==> config.mk <==
export PLATFORM = sky130hd
export DESIGN_NAME = fpcmp_unit
export DESIGN_NICKNAME = d
export VERILOG_FILES = /design/src/rtl/fpcmp_pkg.sv /design/src/rtl/fpcmp_decode.sv /design/src/rtl/fpcmp_lane.sv /design/src/rtl/fpcmp_lanes.sv /design/src/rtl/fpcmp_unit.sv
export SDC_FILE = /design/constraint.sdc
export NUM_CORES = 1
export LEC_CHECK = 0
export BUFFER_PORTS_ARGS = -buffer_cell sky130_fd_sc_hd__clkbuf_2
export CAP_MARGIN = 20
export CORE_AREA = 2 2 154 156
export DETAILED_ROUTE_END_ITERATION = 10
export DIE_AREA = 0 0 156 158
export GPL_TIMING_DRIVEN = 0
export PLACE_DENSITY = 0.74
export SLEW_MARGIN = 5
export SYNTH_ARGS = -nofsm -noshare
export SYNTH_HDL_FRONTEND = slang
export SYNTH_SLANG_ARGS = --single-unit
export TNS_END_PERCENT = 10
==> constraint.sdc <==
create_clock -name clk -period 5.1 [get_ports clk]
set_input_delay 1.02 -clock clk [delete_from_list [all_inputs] [get_ports clk]]
set_output_delay 1.02 -clock clk [all_outputs]
set_load 0.02 [all_outputs]
==> src/rtl/fpcmp_pkg.sv <==
package fpcmp_pkg;

    localparam int VEC_W  = 128;
    localparam int MIN_EW = 16;
    localparam int MAX_LN = VEC_W / MIN_EW;
    localparam int CNT_W  = $clog2(MAX_LN) + 1;

    typedef enum logic [1:0] {
        OP_EQ = 2'd0,
        OP_GE = 2'd1,
        OP_GT = 2'd2
    } cmp_op_e;

    typedef enum logic [1:0] {
        ESZ_H = 2'd0,
        ESZ_S = 2'd1,
        ESZ_D = 2'd2
    } esz_e;

    typedef struct packed {
        cmp_op_e          op;
        logic             absm;
        logic             undef;
        esz_e             esz;
        logic [CNT_W-1:0] n_act;
    } ctrl_t;

    function automatic int exp_width(input int ew);
        if (ew == 16)      return 5;
        else if (ew == 32) return 8;
        else               return 11;
    endfunction

endpackage

==> src/rtl/fpcmp_decode.sv <==
module fpcmp_decode
    import fpcmp_pkg::*;
(
    input  logic [2:0] cmp_sel,
    input  logic       fmt_half,
    input  logic       fmt_dbl,
    input  logic       vec_wide,
    input  logic       scalar_mode,
    output ctrl_t      ctrl
);
    localparam int WIDE_LN   = VEC_W / MIN_EW;
    localparam int NARROW_LN = (VEC_W / 2) / MIN_EW;

    logic             sel_bad;
    logic             size_bad;
    logic [CNT_W-1:0] base_cnt;
    logic [1:0]       shamt;

    always_comb begin
        sel_bad   = 1'b0;
        ctrl.op   = OP_EQ;
        ctrl.absm = 1'b0;
        case (cmp_sel)
            3'b000: ctrl.op = OP_EQ;
            3'b010: ctrl.op = OP_GE;
            3'b011: begin ctrl.op = OP_GE; ctrl.absm = 1'b1; end
            3'b110: ctrl.op = OP_GT;
            3'b111: begin ctrl.op = OP_GT; ctrl.absm = 1'b1; end
            default: sel_bad = 1'b1;
        endcase

        if (fmt_half)     ctrl.esz = ESZ_H;
        else if (fmt_dbl) ctrl.esz = ESZ_D;
        else              ctrl.esz = ESZ_S;

        size_bad   = !fmt_half && fmt_dbl && !vec_wide && !scalar_mode;
        ctrl.undef = sel_bad || size_bad;

        shamt    = 2'(ctrl.esz);
        base_cnt = vec_wide ? CNT_W'(WIDE_LN) : CNT_W'(NARROW_LN);
        if (scalar_mode) ctrl.n_act = CNT_W'(1);
        else             ctrl.n_act = base_cnt >> shamt;
    end

endmodule

==> src/rtl/fpcmp_lane.sv <==
module fpcmp_lane
    import fpcmp_pkg::*;
#(
    parameter int EW = 16
) (
    input  logic [EW-1:0] a,
    input  logic [EW-1:0] b,
    input  cmp_op_e       op,
    input  logic          absm,
    output logic          pass,
    output logic          inv
);
    localparam int XW = exp_width(EW);
    localparam int FW = EW - 1 - XW;

    logic          sa, sb;
    logic [EW-2:0] ma, mb;
    logic          nan_a, nan_b, snan_a, snan_b;
    logic          unord, both_zero, eq, gt;

    always_comb begin
        sa = a[EW-1] && !absm;
        sb = b[EW-1] && !absm;
        ma = a[EW-2:0];
        mb = b[EW-2:0];

        nan_a  = (&ma[EW-2:FW]) && (|ma[FW-1:0]);
        nan_b  = (&mb[EW-2:FW]) && (|mb[FW-1:0]);
        snan_a = nan_a && !ma[FW-1];
        snan_b = nan_b && !mb[FW-1];

        unord     = nan_a || nan_b;
        both_zero = (ma == '0) && (mb == '0);
        eq        = !unord && (both_zero || (sa == sb && ma == mb));

        if (unord || both_zero) gt = 1'b0;
        else if (sa != sb)      gt = !sa;
        else if (sa)            gt = ma < mb;
        else                    gt = ma > mb;

        case (op)
            OP_EQ:   begin pass = eq;      inv = snan_a || snan_b; end
            OP_GE:   begin pass = gt || eq; inv = unord;           end
            OP_GT:   begin pass = gt;      inv = unord;           end
            default: begin pass = 1'b0;    inv = 1'b0;            end
        endcase
    end

endmodule

==> src/rtl/fpcmp_lanes.sv <==
module fpcmp_lanes
    import fpcmp_pkg::*;
#(
    parameter int EW = 16
) (
    input  logic [VEC_W-1:0] a,
    input  logic [VEC_W-1:0] b,
    input  cmp_op_e          op,
    input  logic             absm,
    input  logic [CNT_W-1:0] n_act,
    output logic [VEC_W-1:0] mask,
    output logic             inv
);
    localparam int NL = VEC_W / EW;

    logic [NL-1:0] inv_vec;

    for (genvar i = 0; i < NL; i++) begin : g_lane
        logic pass_i, inv_i, act_i;

        fpcmp_lane #(.EW(EW)) u_lane (
            .a    (a[i*EW +: EW]),
            .b    (b[i*EW +: EW]),
            .op   (op),
            .absm (absm),
            .pass (pass_i),
            .inv  (inv_i)
        );

        assign act_i               = CNT_W'(i) < n_act;
        assign mask[i*EW +: EW]    = {EW{pass_i && act_i}};
        assign inv_vec[i]          = inv_i && act_i;
    end

    assign inv = |inv_vec;

endmodule

==> src/rtl/fpcmp_unit.sv <==
module fpcmp_unit
    import fpcmp_pkg::*;
(
    input  logic             clk,
    input  logic             rst,
    input  logic             in_valid,
    input  logic [127:0]     src_a,
    input  logic [127:0]     src_b,
    input  logic             fmt_half,
    input  logic             fmt_dbl,
    input  logic             vec_wide,
    input  logic             scalar_mode,
    input  logic [2:0]       cmp_sel,
    input  logic             trap_en,
    output logic             out_valid,
    output logic [127:0]     lane_mask,
    output logic             undef,
    output logic             inv_sticky,
    output logic             inv_trap
);
    localparam int NPREC = 3;

    ctrl_t            ctrl;
    logic [VEC_W-1:0] mask_p [NPREC];
    logic [NPREC-1:0] inv_p;
    logic [VEC_W-1:0] mask_sel;
    logic             inv_sel;
    logic             inv_hit;

    fpcmp_decode u_dec (
        .cmp_sel     (cmp_sel),
        .fmt_half    (fmt_half),
        .fmt_dbl     (fmt_dbl),
        .vec_wide    (vec_wide),
        .scalar_mode (scalar_mode),
        .ctrl        (ctrl)
    );

    for (genvar p = 0; p < NPREC; p++) begin : g_prec
        fpcmp_lanes #(.EW(MIN_EW << p)) u_lanes (
            .a     (src_a),
            .b     (src_b),
            .op    (ctrl.op),
            .absm  (ctrl.absm),
            .n_act (ctrl.n_act),
            .mask  (mask_p[p]),
            .inv   (inv_p[p])
        );
    end

    always_comb begin
        case (ctrl.esz)
            ESZ_H:   begin mask_sel = mask_p[0]; inv_sel = inv_p[0]; end
            ESZ_S:   begin mask_sel = mask_p[1]; inv_sel = inv_p[1]; end
            default: begin mask_sel = mask_p[2]; inv_sel = inv_p[2]; end
        endcase
        inv_hit = inv_sel && !ctrl.undef;
    end

    always_ff @(posedge clk) begin
        if (rst) begin
            out_valid  <= 1'b0;
            lane_mask  <= '0;
            undef      <= 1'b0;
            inv_sticky <= 1'b0;
            inv_trap   <= 1'b0;
        end else begin
            out_valid <= in_valid;
            inv_trap  <= in_valid && inv_hit && trap_en;
            if (in_valid) begin
                lane_mask <= ctrl.undef ? '0 : mask_sel;
                undef     <= ctrl.undef;
                if (inv_hit && !trap_en) inv_sticky <= 1'b1;
            end
        end
    end

endmodule

==> impl_metrics.py, run 1 <==
metrics = {
    "detailed_routing": {
        "vias": 9989,
        "avgViaCountPerCell": 5.376,
        "routed_wl_mm": 30.16,
        "wl_per_cell_um": 16.23,
        "postRouteAntennaNets": 0,
        "drc": 0,
        "drt_iter0_drc": 505,
        "drt-pass1-iter-count": 6,
    },
    "clock_network": {
        "cts_hold_buf": 0,
        "tritoncts": "yes",
        "post_cts_buffers": 0,
        "clkSinkCount": 12,
        "clock_latency_ps": 240,
        "numCtsBuffers": 3,
        "cts_buffer_depth": 2,
        "root_buffer": "clkbuf_16",
        "clk_transition_reported_paths_ps": 40,
        "htreeDepth": 1,
        "cts.repair.resized": 0,
    },
    "setup_path": {
        "cp-end-kind": "flop",
        "cp.arrival_ps": 4090,
        "critPathMaxFanout": 6,
        "critical_path_required_ps": 5230,
        "crit_type": "input pin to flop",
        "start_kind": "input pin",
    },
    "power": {
        "p_total_uw": 975.9,
        "p_per_area_mw_per_mm2": 94.89,
        "peakVddDrop_mv": 0.09799,
        "p_leak_nw": 5.664,
    },
    "yosys": {
        "synth_nets": 1569,
        "synth_area_leader_cell": "ha_1",
        "synth_commonest_cells": "154 x inv_1, 138 x ha_1, 120 x buf_4",
        "yosysSeqAreaShare_pct": 3.066,
        "synth-edff-count": 0,
        "ys_types": 81,
        "synthArstFlopShare_pct": 0,
        "synthCells": 1164,
        "syn_area_mm2": 0.007835,
        "synth_flop_cell": "dfxtp_1",
        "ys.warnings.count": 0,
        "avgSynthCellArea_um2": 6.731,
        "yosysMostFrequentCell": "inv_1",
        "synth_top_area_share_pct": 22.04,
        "ys_seq_elements": 12,
        "synth_area_leaders": "ha_1 22%, buf_4 11%, inv_1 7.4%",
    },
    "die": {
        "die_h_um": 158,
        "die_area_mm2": 0.02465,
        "coreArea_mm2": 0.02305,
        "pin_count": 399,
        "initial_core_util_pct": 33.99,
        "rows": 56,
        "die_x_um": 156,
    },
    "global_route": {
        "gr-total-overflow": 0,
        "grt_pass1_vias": 9309,
        "grtUsageTotal_pct": 22.98,
        "grt_max_degree": 18,
        "grt_pass1_wl_mm": 45.68,
        "antenna_found_initial": 2,
    },
    "timing": {
        "whs_ps": 480.9,
        "layout_setup_ws_ps": 1140,
        "clock.fmax_mhz": 252.5,
        "finalHoldViolations": 0,
        "clock_skew_ps": 0,
        "fin_crit_sh_pct": 77.65,
        "min_period_ps": 3960,
        "setup_viol": 0,
        "rsz0062_at_grt": "false",
        "fin_setup_tns_ps": 0,
        "slew_violations": 0,
        "tightest_slew_ps": 1060,
        "relSlewSlack_pct": 28.70,
    },
    "layout": {
        "syn2layout_area_growth_pct": 31.27,
        "final_nets": 1972,
        "n_fill_cell": 2432,
        "layout-drive-gt1-share_pct": 35.12,
    },
    "placed_design": {
        "dp_slack_ps": 874.6,
        "port_buffers": 397,
        "hpwlAfterDp_mm": 26.92,
        "place_congestion": 0.9131,
    },
    "run_status": {
        "outcome": "finished, final reports clean",
    },
    "flow_run": {
        "cap_violations": 0,
    },
    "worst_hold_path": {
        "hold_path_class": "flop to flop",
    },
}
[cell usage in the layout, fill, tap and decap left out, types with 13 or more instances in the layout]
master    instances
nor4_1           46
nand3_1          50
or4_1            14
buf_4           120
and3_1           19
inv_1           154
nor2_1           54
clkbuf_2        397
a31oi_1          13
nand4_1          48
nand2_1          97
o21ai_0          53
or3_1            13
a21oi_1          84
ha_1            138
nor3_1           42
[path summary, 6_finish.rpt]
path	from	to	slack (ps)	cells past startpoint
worst max-delay path	src_b[109]	lane_mask[79]	1140	12
worst min-delay path	inv_sticky	inv_sticky	480	2
worst max register to register	lane_mask[95]	lane_mask[95]	4080	1
worst min register to register	inv_sticky	inv_sticky	480	2
[cell type report]
type	instances	area (µm²)	area share, %
Antenna cell	2	5.005	0.04866
Buffer	131	943.4	9.173
Clock buffer	4	88.84	0.8637
Inverter	154	578.1	5.620
Multi-Input combinational cell	867	6075	59.06
Sequential cell	12	240.2	2.336
Tap cell	290	362.8	3.528
Timing Repair Buffer	398	1992	19.37
[sequential cells by signal, summed over array words and instances, names as in the netlist]
signal	count
undef	1
inv_sticky	1
out_valid	1
lane_mask	8
inv_trap	1
[report_power, final]
group | switching [mW] | leakage (nW) | internal, mW
clock | 0.0467 | 0.0442 | 0.119
combinational | 0.403 | 5.52 | 0.300
sequential | 0.0104 | 0.0976 | 0.0974
total | 0.460 | 5.66 | 0.516
[through the flow]
stage                     std cells  util, %  cell area [µm²]
after floorplan                1164        -             7835
after global placement         1851    44.18            10180
after detailed placement       1852    44.21            10190
after CTS                      1856    44.59            10280
after global routing           1858    44.62            10280
final                          1858    44.62            10280
[per-layer routing]
layer / up-vias / share of wire, % / track usage, %
met2: 396 / 52 / 45.11
met3: 79 / 6.4 / 3.422
met4: 0 / 3.7 / 9.174
met5: - / 0 / 0
met1: 4524 / 38 / 24.47
li1: 4990 / - / -
[cell families after synthesis]
family / after synthesis / synth area share, %
xor+xnor: 9 / 1.006
buf+inv: 285 / 19.42
flops: 12 / 3.066
compound gates: 258 / 21.29
fa+ha+maj: 138 / 22.04
simple gates: 456 / 32.40
mux: 6 / 0.7825
[critical path, stage by stage]
cell and delay [ps]:
clkbuf_2 110, inv_1 50, ha_1 310, nand4_1 180
nor4_1 610, nand4_1 360, a311oi_1 360, nor4_1 140
xnor2_1 150, nor4_1 440, o31ai_4 160, a22o_1 200
(Power assumes the default switching activity.)
==> inputs of run 2 (changes only) <==
--- a/config.mk
+++ b/config.mk
@@ -11,7 +11,7 @@
 export DETAILED_ROUTE_END_ITERATION = 10
 export DIE_AREA = 0 0 156 158
 export GPL_TIMING_DRIVEN = 0
-export PLACE_DENSITY = 0.74
+export PLACE_DENSITY = 0.76
 export SLEW_MARGIN = 5
 export SYNTH_ARGS = -nofsm -noshare
 export SYNTH_HDL_FRONTEND = slang
==> constraint.sdc (replaced) <==
create_clock -name clk -period 3.5 [get_ports clk]
set_input_delay 0.7 -clock clk [delete_from_list [all_inputs] [get_ports clk]]
set_output_delay 0.7 -clock clk [all_outputs]
set_load 0.02 [all_outputs]
==> run 2 against run 1 <==
Global-route usage down 0.53 points. Flip-flop and latch count is the same. Register-to-register slack worse by 1600 ps. Critical endpoint is now inv_sticky.
==> impl_metrics.py, run 2 (synthesis gave the netlist of run 1 again) <==
metrics = {
    "power": {
        "power_switching_share_pct": 47.01,
        "p_int_uw": 753.8,
        "sequentialPowerShare_pct": 11.0,
        "p_per_area_mw_per_mm2": 137.4,
        "switchingPower_uw": 668.7,
        "p_leak_nw": 5.679,
        "p_total_mw": 1.423,
        "p_comb_share_pct": 72.7,
        "p_clk_share_pct": 16.3,
        "peakVddDrop_mv": 0.09681,
    },
    "timing": {
        "clock_skew_ps": 0,
        "finalHoldViolations": 0,
        "relSlewSlack_pct": 34.57,
        "min_period_ps": 3414,
        "rsz0062_at_grt": "true",
        "tightest_slew_ps": 972.5,
        "fin_crit_sh_pct": 97.55,
        "slew_violations": 0,
        "whs_ps": 485.4,
        "layout_setup_ws_ps": 85.62,
        "setup_viol": 0,
        "clock.fmax_mhz": 292.9,
    },
    "placed_design": {
        "dp.cells": 1852,
        "port_buffers": 397,
        "dp_slack_ps": -346.9,
        "hpwlAfterDp_mm": 26.38,
        "place_congestion": 0.9952,
    },
    "setup_path": {
        "critPathLaunch": "src_b[67]",
        "cp-endpoint": "inv_sticky",
        "worst_r2r_startpoint": "lane_mask[15]",
        "critPathMaxFanout": 6,
        "r2r-end": "lane_mask[15]",
        "start_kind": "input pin",
        "critical_path_required_ps": 3610,
        "r2r_cells": 2,
        "cp.arrival_ps": 3530,
        "cp-end-kind": "flop",
        "crit_type": "input pin to flop",
        "reg2reg_slack_ps": 2490,
    },
    "layout": {
        "layout-drive-gt1-share_pct": 35.70,
        "final_cells": 1858,
        "final_common_cell": "clkbuf_2",
        "most-common-layout-cells": "397 x clkbuf_2, 154 x inv_1, 138 x ha_1",
        "largest_register": "lane_mask",
        "largest_register_ffs": 8,
        "final_nets": 1972,
        "syn2layout_area_growth_pct": 32.15,
    },
    "global_route": {
        "grt_pass1_vias": 9181,
        "grtUsageTotal_pct": 22.45,
        "antenna_found_initial": 2,
        "grt_max_degree": 18,
        "gr-total-overflow": 0,
        "grt_pass1_wl_mm": 44.80,
    },
    "detailed_routing": {
        "drt_iter0_drc": 575,
        "wl_per_cell_um": 15.95,
        "postRouteAntennaNets": 0,
        "vias": 9888,
        "drt-pass1-iter-count": 7,
        "avgViaCountPerCell": 5.322,
        "drc": 0,
        "routed_wl_mm": 29.63,
    },
    "die": {
        "coreArea_mm2": 0.02305,
        "pin_count": 399,
        "initial_core_util_pct": 33.99,
        "rows": 56,
        "die_area_mm2": 0.02465,
        "die_h_um": 158,
        "die_x_um": 156,
    },
    "clock_network": {
        "clkSinkCount": 12,
        "root_buffer": "clkbuf_16",
        "clock_latency_ps": 240,
        "htreeDepth": 1,
        "clk_transition_reported_paths_ps": 40,
        "post_cts_buffers": 0,
        "cts_buffer_depth": 2,
        "cts_hold_buf": 0,
        "numCtsBuffers": 3,
        "tritoncts": "yes",
    },
    "worst_hold_path": {
        "hold_path_class": "flop to flop",
    },
    "flow_run": {
        "cap_violations": 0,
    },
    "run_status": {
        "outcome": "finished, final reports clean",
    },
}
==> run 2: worst min path at each step <==
stage / startpoint / to / slack (ps) / cells after the start
finish: inv_sticky / inv_sticky / 490 / 2
floorplan: inv_sticky / inv_sticky / 550 / 2
global placement: inv_sticky / inv_sticky / 460 / 2
detailed placement: inv_sticky / inv_sticky / 480 / 2
CTS: inv_sticky / inv_sticky / 480 / 2
global route: inv_sticky / inv_sticky / 520 / 2
==> run 2: power groups by stage <==
stage               logic [mW]  registers (mW)  clock network, mW
global placement         0.993           0.159                  0
finish                    1.03           0.157              0.231
floorplan                0.592           0.161                  0
detailed placement        1.01           0.160                  0
CTS                       1.02           0.158              0.232
global route              1.16           0.160              0.240
==> run 2: worst max-delay path, cell delays in order <==
cell and delay (ps):
clkbuf_2 90, or4_4 540, nor4_4 470, nand4_1 300
o41a_1 420, a41oi_2 260, o21ai_1 110, a311o_1 320
nand4_1 190, o22ai_1 120
==> run 2: per-layer routing <==
| layer | global-route usage (%) | up-vias | wire (µm) |
|---|---|---|---|
| met5 | 0 | - | 0 |
| met4 | 9.873 | 0 | 1168 |
| met3 | 3.258 | 78 | 2021 |
| met2 | 43.19 | 413 | 15050 |
| met1 | 24.29 | 4403 | 11390 |
| li1 | - | 4994 | - |
==> run 2: per-stage QoR <==
step / cell area, µm² / TNS, ps / util (%)
2_1_floorplan: 7835 / 0 / -
3_3_place_gp: 10180 / -3007 / 44.18
3_5_place_dp: 10190 / -1844 / 44.20
4_1_cts: 10300 / 0 / 44.66
5_1_grt: 10350 / -5.116 / 44.91
6_report: 10350 / 0 / 44.91
==> run 2: layout make-up <==
class / count / area (µm²)
plain buffers: 131 / 943.4
well taps: 290 / 362.8
repair buffers: 398 / 1991
clock buffers: 4 / 88.84
diodes: 2 / 5.005
inverters: 154 / 578.1
multi-input cells: 867 / 6145
flip-flops and latches: 12 / 240.2
fillers: 2386 / 12700
==> run 2: repair_timing <==
item	4_1_cts	5_1_grt
resized for setup	3	8
pin swaps	0	3
endpoints found under the setup margin	4	10
